[config.mk]
export PLATFORM = sky130hd
export DESIGN_NAME = pe_tree
export DESIGN_NICKNAME = d
export VERILOG_FILES = /design/src/rtl/pe_pkg.sv /design/src/rtl/pe_leaf.sv /design/src/rtl/pe_group_stage.sv /design/src/rtl/pe_select_stage.sv /design/src/rtl/pe_tree.sv
export SDC_FILE = /design/constraint.sdc
export NUM_CORES = 1
export LEC_CHECK = 0
export BUFFER_PORTS_ARGS = -buffer_cell sky130_fd_sc_hd__buf_4
export CAP_MARGIN = 5
export CORE_MARGIN = 10
export CORE_UTILIZATION = 36
export DETAILED_ROUTE_END_ITERATION = 10
export SYNTH_ARGS = -nofsm -noshare
export SYNTH_HDL_FRONTEND = slang
export SYNTH_SLANG_ARGS = --single-unit
[constraint.sdc]
create_clock -name clk -period 3.43 [get_ports clk]
set_clock_uncertainty 0.05 [all_clocks]
set_input_delay 0.1715 -clock clk [delete_from_list [all_inputs] [get_ports clk]]
set_output_delay 0.1715 -clock clk [all_outputs]
set_load 0.02 [all_outputs]
[src/rtl/pe_pkg.sv]
package pe_pkg;

  // Index width for a field that counts n positions (at least one bit).
  function automatic int unsigned idx_bits(input int unsigned n);
    return (n <= 1) ? 1 : $clog2(n);
  endfunction

endpackage

[src/rtl/pe_leaf.sv]
module pe_leaf
  import pe_pkg::*;
#(
  parameter int unsigned W  = 8,
  parameter int unsigned IW = idx_bits(W)
) (
  input  logic [W-1:0]  req,
  output logic [IW-1:0] pos,
  output logic          any
);

  // Scan from the top down so the lowest set bit writes last and wins.
  always_comb begin
    pos = '0;
    any = |req;
    for (int i = W - 1; i >= 0; i--) begin
      if (req[i]) pos = IW'(i);
    end
  end

endmodule

[src/rtl/pe_group_stage.sv]
module pe_group_stage
  import pe_pkg::*;
#(
  parameter int unsigned GW = 8,
  parameter int unsigned NG = 8,
  parameter int unsigned LW = idx_bits(GW)
) (
  input  logic             clk,
  input  logic             rst_n,
  input  logic [GW*NG-1:0] vec,
  output logic [NG*LW-1:0] lo_q,
  output logic [NG-1:0]    any_q
);

  logic [NG*LW-1:0] lo_d;
  logic [NG-1:0]    any_d;

  for (genvar g = 0; g < NG; g++) begin : g_grp
    pe_leaf #(.W(GW), .IW(LW)) u_leaf (
      .req (vec[g*GW +: GW]),
      .pos (lo_d[g*LW +: LW]),
      .any (any_d[g])
    );

    // an empty group carries a zero local position forward
    p_empty_group_zero_r3: assert property (
      @(posedge clk) disable iff (!rst_n)
      !any_q[g] |-> (lo_q[g*LW +: LW] == '0)
    );
  end

  always_ff @(posedge clk or negedge rst_n) begin
    if (!rst_n) begin
      lo_q  <= '0;
      any_q <= '0;
    end else begin
      lo_q  <= lo_d;
      any_q <= any_d;
    end
  end

endmodule

[src/rtl/pe_select_stage.sv]
module pe_select_stage
  import pe_pkg::*;
#(
  parameter int unsigned NG = 8,
  parameter int unsigned LW = 3,
  parameter int unsigned HW = idx_bits(NG)
) (
  input  logic             clk,
  input  logic             rst_n,
  input  logic [NG*LW-1:0] lo_q,
  input  logic [NG-1:0]    any_q,
  output logic [HW+LW-1:0] idx_q,
  output logic             found_q
);

  logic [HW-1:0]    hi;
  logic             grp_any;
  logic [LW-1:0]    lo_sel;
  logic [HW+LW-1:0] idx_d;

  pe_leaf #(.W(NG), .IW(HW)) u_top_leaf (
    .req (any_q),
    .pos (hi),
    .any (grp_any)
  );

  always_comb begin
    lo_sel = lo_q[hi*LW +: LW];
    idx_d  = grp_any ? {hi, lo_sel} : '0;
  end

  always_ff @(posedge clk or negedge rst_n) begin
    if (!rst_n) begin
      idx_q   <= '0;
      found_q <= 1'b0;
    end else begin
      idx_q   <= idx_d;
      found_q <= grp_any;
    end
  end

  // Assertion support: group flags as seen by the cycle now at the output.
  logic [NG-1:0] any_prev;
  always_ff @(posedge clk or negedge rst_n) begin
    if (!rst_n) any_prev <= '0;
    else        any_prev <= any_q;
  end

  // the chosen group was flagged and no lower group was flagged
  p_lowest_group_r6: assert property (
    @(posedge clk) disable iff (!rst_n)
    found_q |-> (any_prev[idx_q[HW+LW-1:LW]] &&
                 ((any_prev & ((NG'(1) << idx_q[HW+LW-1:LW]) - NG'(1))) == '0))
  );

  // the found flag follows the presence of any flagged group
  p_found_from_groups_r3: assert property (
    @(posedge clk) disable iff (!rst_n)
    found_q == (|any_prev)
  );

endmodule

[src/rtl/pe_tree.sv]
module pe_tree
  import pe_pkg::*;
#(
  parameter int unsigned WIDTH   = 64,
  parameter int unsigned GROUP_W = 8,
  localparam int unsigned NG = WIDTH / GROUP_W,
  localparam int unsigned LW = idx_bits(GROUP_W),
  localparam int unsigned HW = idx_bits(NG),
  localparam int unsigned IW = LW + HW
) (
  input  logic             clk,
  input  logic             rst_n,
  input  logic [WIDTH-1:0] req_vec,
  output logic [IW-1:0]    idx,
  output logic             found
);

  logic [NG*LW-1:0] s1_lo;
  logic [NG-1:0]    s1_any;

  initial begin
    a_shape_ok: assert ((NG * GROUP_W == WIDTH) && ((1 << IW) == WIDTH))
      else $error("pe_tree: WIDTH and GROUP_W must be powers of two");
  end

  pe_group_stage #(.GW(GROUP_W), .NG(NG), .LW(LW)) u_stage1 (
    .clk   (clk),
    .rst_n (rst_n),
    .vec   (req_vec),
    .lo_q  (s1_lo),
    .any_q (s1_any)
  );

  pe_select_stage #(.NG(NG), .LW(LW), .HW(HW)) u_stage2 (
    .clk     (clk),
    .rst_n   (rst_n),
    .lo_q    (s1_lo),
    .any_q   (s1_any),
    .idx_q   (idx),
    .found_q (found)
  );

  // Assertion support: the input vector delayed by the pipeline depth.
  logic [WIDTH-1:0] vec_d1, vec_d2;
  always_ff @(posedge clk or negedge rst_n) begin
    if (!rst_n) begin
      vec_d1 <= '0;
      vec_d2 <= '0;
    end else begin
      vec_d1 <= req_vec;
      vec_d2 <= vec_d1;
    end
  end

  // reported bit was set and nothing below it was
  p_lowest_bit_r1: assert property (
    @(posedge clk) disable iff (!rst_n)
    found |-> (vec_d2[idx] && ((vec_d2 & ((WIDTH'(1) << idx) - WIDTH'(1))) == '0))
  );

  // found reflects the vector from exactly two cycles before
  p_latency_r2: assert property (
    @(posedge clk) disable iff (!rst_n)
    found == (|vec_d2)
  );

  // an empty result carries a zero index
  p_zero_idx_r3: assert property (
    @(posedge clk) disable iff (!rst_n)
    !found |-> (idx == '0)
  );

endmodule

Yosys cells after proc, flatten, opt, wreduce, memory -nomap -nowiden --
Cells that the tools add are included.
Operators by class: $add $sub $neg 0, $mul 1, div/mod/pow operators 0, $lt $le $gt $ge 0, equal/unequal tests 0, shift-type cells 1, muxes and demuxes 73, bitwise operators 0, reduce and logical (&&, ||, !) cells 9
Operators by type and width (count):
- 2-to-1 mux 3 bit | 72
- OR reduction 8 bit | 9
- variable part select 24 x 6 -> 3 bit | 1
- 2-to-1 mux 6 bit | 1
- multiplier 3 x 2 -> 5 bit (second input constant) | 1
Word-level totals: bits in registers 39, bits in latches 0, bits in writable memories 0, memory bits (read-only) 0, input port bits 66, logic and storage cells 88, memories kept 0

Logic depth before layout (Yosys ltp) --
Gate-level depths: netlist of run 1.
depth in word-level cells 11, depth in mapped cells 6, gate-level depth less buffers 5

Hierarchy --
Synthesis of run 1 repeated with hierarchy kept, for this count alone.
Second synthesis, totals: cell total of the unflattened synthesis 180, area, all modules 1934.4 µm²
Modules (own cells, without submodules):
- pe_group_stage | instances 1, cells an instance 32, area an instance 800.8 µm², seq. area each 800.8 µm²
- pe_leaf | instances 9, cells an instance 13, area an instance 81.3 µm², seq. area each 0.0 µm²
- pe_select_stage | instances 1, cells an instance 31, area an instance 401.6 µm², seq. area each 175.2 µm²

Worst setup path after synthesis of run 1 --
OpenSTA, ideal clock, no wires.
path kind register to register, start register u_stage1.any_q[4], end register u_stage2.idx_q[0], library setup time 0.133 ns, data arrival time 1.247 ns, required time 3.247 ns, slack 1.999 ns, cell stages (with the launch flop) 5, path buffers 0, period minus slack after synthesis 1.431 ns, cells stage by stage dfrtp_1 o31ai_4 nand2_2 a211oi_1 o211ai_1
Between the ends: longest elaborated chain between the ends 8, elaborated cells on any way between the ends 9, those cells by class mul: 1; shift: 1; mux: 6; reduce/logical: 1
Ends and longest elaborated chain:
- start: declaration | RTL line pe_group_stage.sv:12 | output logic [NG-1:0] any_q
- start signal: assignment | RTL line pe_group_stage.sv:38 | any_q <= any_d;
- 2-to-1 mux 3 bit (5 in series) | RTL line pe_leaf.sv:17 | if (req[i]) pos = IW'(i);
- multiplier 3 x 2 -> 5 bit | RTL line pe_select_stage.sv:28 | lo_sel = lo_q[hi*LW +: LW];
- variable part select 24 x 6 -> 3 bit | RTL line pe_select_stage.sv:28
- 2-to-1 mux 6 bit (*) | RTL line pe_select_stage.sv:29 | idx_d = grp_any ? {hi, lo_sel} : '0;
- via u_stage2.idx_d[0] | RTL line pe_select_stage.sv:19 | logic [HW+LW-1:0] idx_d;
- end signal: assignment | RTL line pe_select_stage.sv:37 | idx_q <= idx_d;
- end: declaration | RTL line pe_select_stage.sv:12 | output logic [HW+LW-1:0] idx_q,
Mark *: on every way through the listed nets, which the timed path passes. The rest lies on a longest branch.

Final worst setup path of run 1 --
start register u_stage1.any_q[4], end register u_stage2.idx_q[2]
The elaborated chain is that of the path after synthesis.

==> flow_summary.json, run 1 <==
{
  "hold_violations": 0,
  "drcViolationCount": 0,
  "final_cell_mix": "72 x buf_4, 39 x dfrtp_1, 24 x nor3_1, 20 x a21oi_1, 20 x nor2_1",
  "netlist-cell-type-count": 28,
  "dp_hpwl_um": 3990,
  "ir_drop_mv": 0.201,
  "synth_area_leaders": "dfrtp_1 51%, nor3_1 6.2%, nor4_1 5.5%",
  "num_antenna_cells": 0,
  "fp.coreArea_um2": 5140,
  "setup_viol": 0,
  "hold_start": "req_vec[9]",
  "seq_area_frac_synth_pct": 50.6,
  "fmax_mhz": 608,
  "finish.utilization_pct": 55.1,
  "power_density_nw_per_um2": 361,
  "fin_crit_sh_pct": 47.9,
  "synth_area_leader_cell": "dfrtp_1",
  "seq_area_um2": 976,
  "grtUsageMet3_pct": 4.56,
  "gr-total-overflow": 0,
  "grtUsageMet1_pct": 13.4,
  "initial_core_util_pct": 37.5,
  "via_per_inst": 4.73,
  "cap_violations": 0,
  "firstDrtPassIters": 4,
  "period_minus_slack_ns": 1.64,
  "critPathCaptureType": "register",
  "crit_type": "reg -> reg",
  "top_usage_layer": "met2",
  "cts_tree": "done",
  "globalplace.congestion": 0.769,
  "wl_per_cell_um": 13.3,
  "multiInputGateArea_um2": 863,
  "cts_setup_buffers": 0,
  "portBuffers": 72,
  "path_max_fanout": 10,
  "postSynthCellCount": 207,
  "wirelength_um": 4940,
  "root_buffer": "clkbuf_8",
  "final_cells": 372,
  "use_met2_pct": 19.5,
  "clkTransAtPathRegs_ns": 0.07,
  "yosys_warnings": 0,
  "critical_path_arrival_ns": 1.75,
  "worstMarginPinSlew_ns": 0.452,
  "grt_pass1_vias": 1862,
  "die_h_um": 93.2,
  "placementRows": 26,
  "synth-seq-cells": 39,
  "grt_max_degree": 40,
  "power_leakage_nw": 1.34,
  "htreeDepth": 2,
  "totalPowerFinal_mw": 1.02,
  "nets": 367,
  "status": "finished, final reports clean",
  "antenna_found_initial": 0,
  "fin_tns_setup_ns": 0,
  "reg2reg_from": "u_stage1.any_q[4]",
  "die_area_um2": 8680,
  "layout-drive-gt1-share_pct": 29.8,
  "slew_violations": 0,
  "hp-class": "in -> reg",
  "ioPinCount": 73,
  "fillerInstances": 504,
  "netlist_area_um2": 1930,
  "cts_buffer_depth": 2,
  "dp_slack_ns": 1.80,
  "dp_cells": 347,
  "die_w_um": 93.2,
  "cp.required_ns": 3.53,
  "vias": 1759,
  "avgSynthCellArea_um2": 9.31,
  "cts.sinks": 39,
  "grt_use_total_pct": 11.6,
  "layout.cells.most_common": "buf_4",
  "whs_ns": 0.0179,
  "ant_nets": 0,
  "startpoint_type": "register",
  "syn_nets": 273,
  "maxSlewHeadroom_pct": 69.7,
  "drt_iter0_drc": 55,
  "cts_buffers": 5,
  "areaGrowthSynthToFinish_pct": 46.9,
  "rsz0062_at_grt": "no",
  "place_area_um2": 2540,
  "grt_pass1_wl_um": 8180,
  "clk_latency_ns": 0.29,
  "final.setup.worst_slack_ns": 1.79,
  "startpoint": "u_stage1.any_q[4]",
  "synth_top_area_share_pct": 50.6,
  "postLayoutCellArea_um2": 2830
}
==> power by group <==
group / switching [mW] / total (mW) / internal (mW) / leakage (nW)
sequential: 0.00630 / 0.482 / 0.475 / 0.475
combinational: 0.0625 / 0.148 / 0.0850 / 0.804
clock: 0.153 / 0.392 / 0.239 / 0.0618
total: 0.222 / 1.02 / 0.799 / 1.34
==> cell families (layout without fill, tap and decap cells) <==
logic type,count (synthesis),after routing,share of synthesized area [%]
buffers and inverters,21,116,4.55
AND/OR/NAND/NOR,97,97,26.1
flip-flops,39,39,50.6
AO/OA/AOI/OAI,50,50,18.7
==> worst max-delay path, cell delays in order (launching register included) <==
cell      delay [ns]
dfrtp_1         0.47
o31ai_4         0.42
nand2_2         0.13
a211oi_1        0.30
o211ai_1        0.14
==> layer usage <==
metal,vias to the layer above,routed length (µm)
met4,0,38
met2,45,2420
met5,-,0
li1,932,-
met1,777,2160
met3,5,320
==> registers in the layout, indices dropped and copies added, names as in the netlist <==
name,count
u_stage1.any_q,8
u_stage1.lo_q,24
u_stage2.found_q,1
u_stage2.idx_q,6
==> cells in the mapped netlist <==
cell type,number
dfrtp_1,39
nor3_1,24
a21oi_1,20
nor2_1,20
inv_1,19
nor4_1,17
nand2_1,11
nor2b_1,9
o21bai_1,8
nand3_1,7
o21ai_0,6
a211oi_1,3
a21o_1,3
a31o_1,3
and3_2,3
o211ai_1,3
buf_2,1
buf_6,1
nand2_2,1
nand3b_1,1
nor2_2,1
nor2_4,1
nor2b_2,1
o21bai_4,1
o31a_1,1
o31ai_4,1
o41ai_4,1
or2_1,1
==> area by class of cell <==
cell class	instances	share of cell area (%)
Sequential cell	39	34.5
Multi-Input combinational cell	147	30.5
Timing Repair Buffer	89	25.1
Tap cell	70	3.09
Clock buffer	6	2.92
Inverter	19	2.52
Clock inverter	2	1.37
==> worst paths after layout <==
check | endpoint | slack, ns | depth (start not counted)
setup reg to reg | u_stage2.idx_q[2] | 1.79 | 4
hold reg to reg | u_stage2.idx_q[1] | 0.47 | 2
max in group asynchronous | u_stage1.lo_q[5] | 2.68 | 2
min in group asynchronous | u_stage1.lo_q[11] | 0.33 | 2
setup / recovery | u_stage2.idx_q[2] | 1.79 | 4
hold / removal | u_stage1.lo_q[4] | 0.02 | 2
==> repair_timing <==
item / CTS / global route
hold buffers: 16 / 1
endpoints found under the hold margin: 53 / 1
resized for setup: 0 / 0
(Power assumes the default switching activity.)
==> inputs of run 2 (changes only) <==
==> constraint.sdc (replaced) <==
create_clock -name clk -period 1.4 [get_ports clk]
set_clock_uncertainty 0.05 [all_clocks]
set_input_delay 0.07 -clock clk [delete_from_list [all_inputs] [get_ports clk]]
set_output_delay 0.07 -clock clk [all_outputs]
set_load 0.02 [all_outputs]
==> run 2 against run 1 <==
The flow now finishes with violations (negative setup slack). Global-route usage rose by 3.3 points. Cell count rose by 18%. Critical path depth rose by 1. Total power rose by 130%. Clock power rose by 84%. Combinational power rose to 3.3 times the previous value. Setup slack got worse by 1.9 ns. Fmax rose by 5.3%. Sequential cell count did not move. Core utilization rose by 12 points. Design area rose by 23%. Sequential power rose by 140%. Largest cell class is now non-clock buffers. Largest power group unchanged. Highest routed layer unchanged.
==> flow_summary.json, run 2 (synthesis gave the netlist of run 1 again) <==
{
  "status": "finished, violations left",
  "failed_checks": "negative setup slack",
  "final.setup.worst_slack_ns": -0.161,
  "wl_per_cell_um": 14.1,
  "regMostFlops": "u_stage1.lo_q",
  "startpoint_type": "register",
  "crit_chain": "buf_12 > o41ai_4 > buf_4 > a31o_1 > o211ai_1",
  "critical_path_arrival_ns": 1.68,
  "postLayoutCellArea_um2": 3470,
  "clk_latency_ns": 0.29,
  "grt_max_degree": 40,
  "slowest_stage": "dfrtp_2",
  "die_area_um2": 8680,
  "maxSlewHeadroom_pct": 68.0,
  "final_cell_mix": "86 x buf_4, 67 x dlygate4sd3_1, 37 x dfrtp_1, 23 x nor3_1, 20 x nor2_1",
  "vias": 2093,
  "rsz0062_at_grt": "yes",
  "via_per_inst": 4.78,
  "grt_use_total_pct": 14.8,
  "timing.critical_path.buf_inv": 2,
  "clkTransAtPathRegs_ns": 0.07,
  "ant_nets": 0,
  "largest_reg_flops": 24,
  "fin_crit_sh_pct": 112,
  "grt_pass1_vias": 2319,
  "die_w_um": 93.2,
  "seq_area_um2": 978,
  "fmax_mhz": 641,
  "drt_iter0_drc": 48,
  "num_antenna_cells": 0,
  "hold_violations": 0,
  "period_minus_slack_ns": 1.56,
  "portBuffers": 72,
  "nets": 433,
  "dp_hpwl_um": 3950,
  "root_buffer": "clkbuf_8",
  "hp-class": "in -> reg",
  "wirelength_um": 6170,
  "ir_drop_mv": 0.328,
  "multiInputGateArea_um2": 902,
  "layout.cells.most_common": "buf_4",
  "dp_cells": 357,
  "globalplace.congestion": 0.749,
  "finish.utilization_pct": 67.6,
  "htreeDepth": 2,
  "initial_core_util_pct": 37.5,
  "critPathCaptureType": "register",
  "cts_buffer_depth": 2,
  "slowest_delay_ns": 0.45,
  "cap_violations": 0,
  "fp.coreArea_um2": 5140,
  "antenna_found_initial": 0,
  "power_leakage_nw": 1.62,
  "grt_pass1_wl_um": 10500,
  "gr-total-overflow": 0,
  "power_density_nw_per_um2": 688,
  "drcViolationCount": 0,
  "dp_slack_ns": -0.174,
  "final_cells": 438,
  "reg.largest.list": "u_stage1.lo_q (24), u_stage1.any_q (8), u_stage2.idx_q (6)",
  "placementRows": 26,
  "firstDrtPassIters": 4,
  "cts_buffers": 5,
  "cts_tree": "done",
  "cts.sinks": 39,
  "setup_viol": 5,
  "die_h_um": 93.2,
  "ioPinCount": 73,
  "fillerInstances": 426,
  "critical_path.top_delay_family": "compound AO/OA/AOI/OAI gates",
  "whs_ns": 0.0300,
  "layout-drive-gt1-share_pct": 31.0,
  "place_area_um2": 2610,
  "path_max_fanout": 7,
  "crit_type": "reg -> reg",
  "areaGrowthSynthToFinish_pct": 80.2,
  "worstMarginPinSlew_ns": 0.479,
  "cp.required_ns": 1.51,
  "slew_violations": 0
}
run 2: cell types whose count changed in the layout (fill, tap and decap cells not counted), sizes merged:
cell / previous run / this run
dlygate4sd3: 17 / 67
clkinvlp: 0 / 1
buf: 72 / 88
inv: 20 / 19
clkinv: 0 / 1
bufinv: 1 / 0
run 2: per-stage QoR:
stage	total power, mW	TNS, ns
2_1_floorplan	1.29	-0.0738
3_3_place_gp	1.52	-0.363
3_5_place_dp	1.53	-0.473
4_1_cts	2.42	-0.358
5_1_grt	2.53	-1.07
6_report	2.39	-0.521
run 2: routing by layer:
layer / routed length, µm / global-route usage, % / share of wire, % / up-vias
met5: 0 / 0 / 0 / -
met2: 3180 / 27.5 / 51 / 69
met1: 2510 / 15.7 / 41 / 961
li1: - / - / - / 1055
met4: 80 / 3.21 / 1.3 / 0
met3: 404 / 5.20 / 6.5 / 8
run 2: report_power, final:
group          total (mW)  switching, mW  internal, mW  leakage, nW
clock network       0.720          0.373         0.348       0.0412
logic               0.488          0.183         0.305         1.10
registers            1.18         0.0165          1.16        0.474
total                2.39          0.572          1.82         1.62
run 2: path summary, 6_finish.rpt:
path	startpoint	endpoint	slack (ns)	cells after the start
worst max-delay path	u_stage1.any_q[4]	u_stage2.idx_q[2]	-0.16	5
worst min-delay path	req_vec[3]	u_stage1.lo_q[1]	0.03	3
worst max register to register	u_stage1.any_q[4]	u_stage2.idx_q[2]	-0.16	5
worst min register to register	u_stage1.lo_q[0]	u_stage2.idx_q[0]	0.47	2
max in group asynchronous	rst_n	u_stage1.any_q[2]	0.71	2
min in group asynchronous	rst_n	u_stage1.lo_q[2]	0.23	2
run 2: timing repair:
| item | in CTS | in global routing |
|---|---|---|
| endpoints found under the setup margin | 3 | 12 |
| hold buffers | 73 | 0 |
| setup buffers | 6 | 1 |
| resized for setup | 8 | 3 |
| endpoints found under the hold margin | 67 | 0 |
| pin swaps | 11 | 7 |
run 2: area by class of cell:
class / instances / area share (%)
timing repair buffer: 155 / 38.8
sequential: 39 / 28.2
multi-input combinational: 147 / 26.0
tap: 70 / 2.52
clock buffer: 6 / 2.09
inverter: 19 / 2.05
clock inverter: 2 / 0.360
run 2: tightest hold or removal path: stages:
cell and delay [ns]:
buf_4 0.09, nor3_1 0.04, nor3_1 0.12
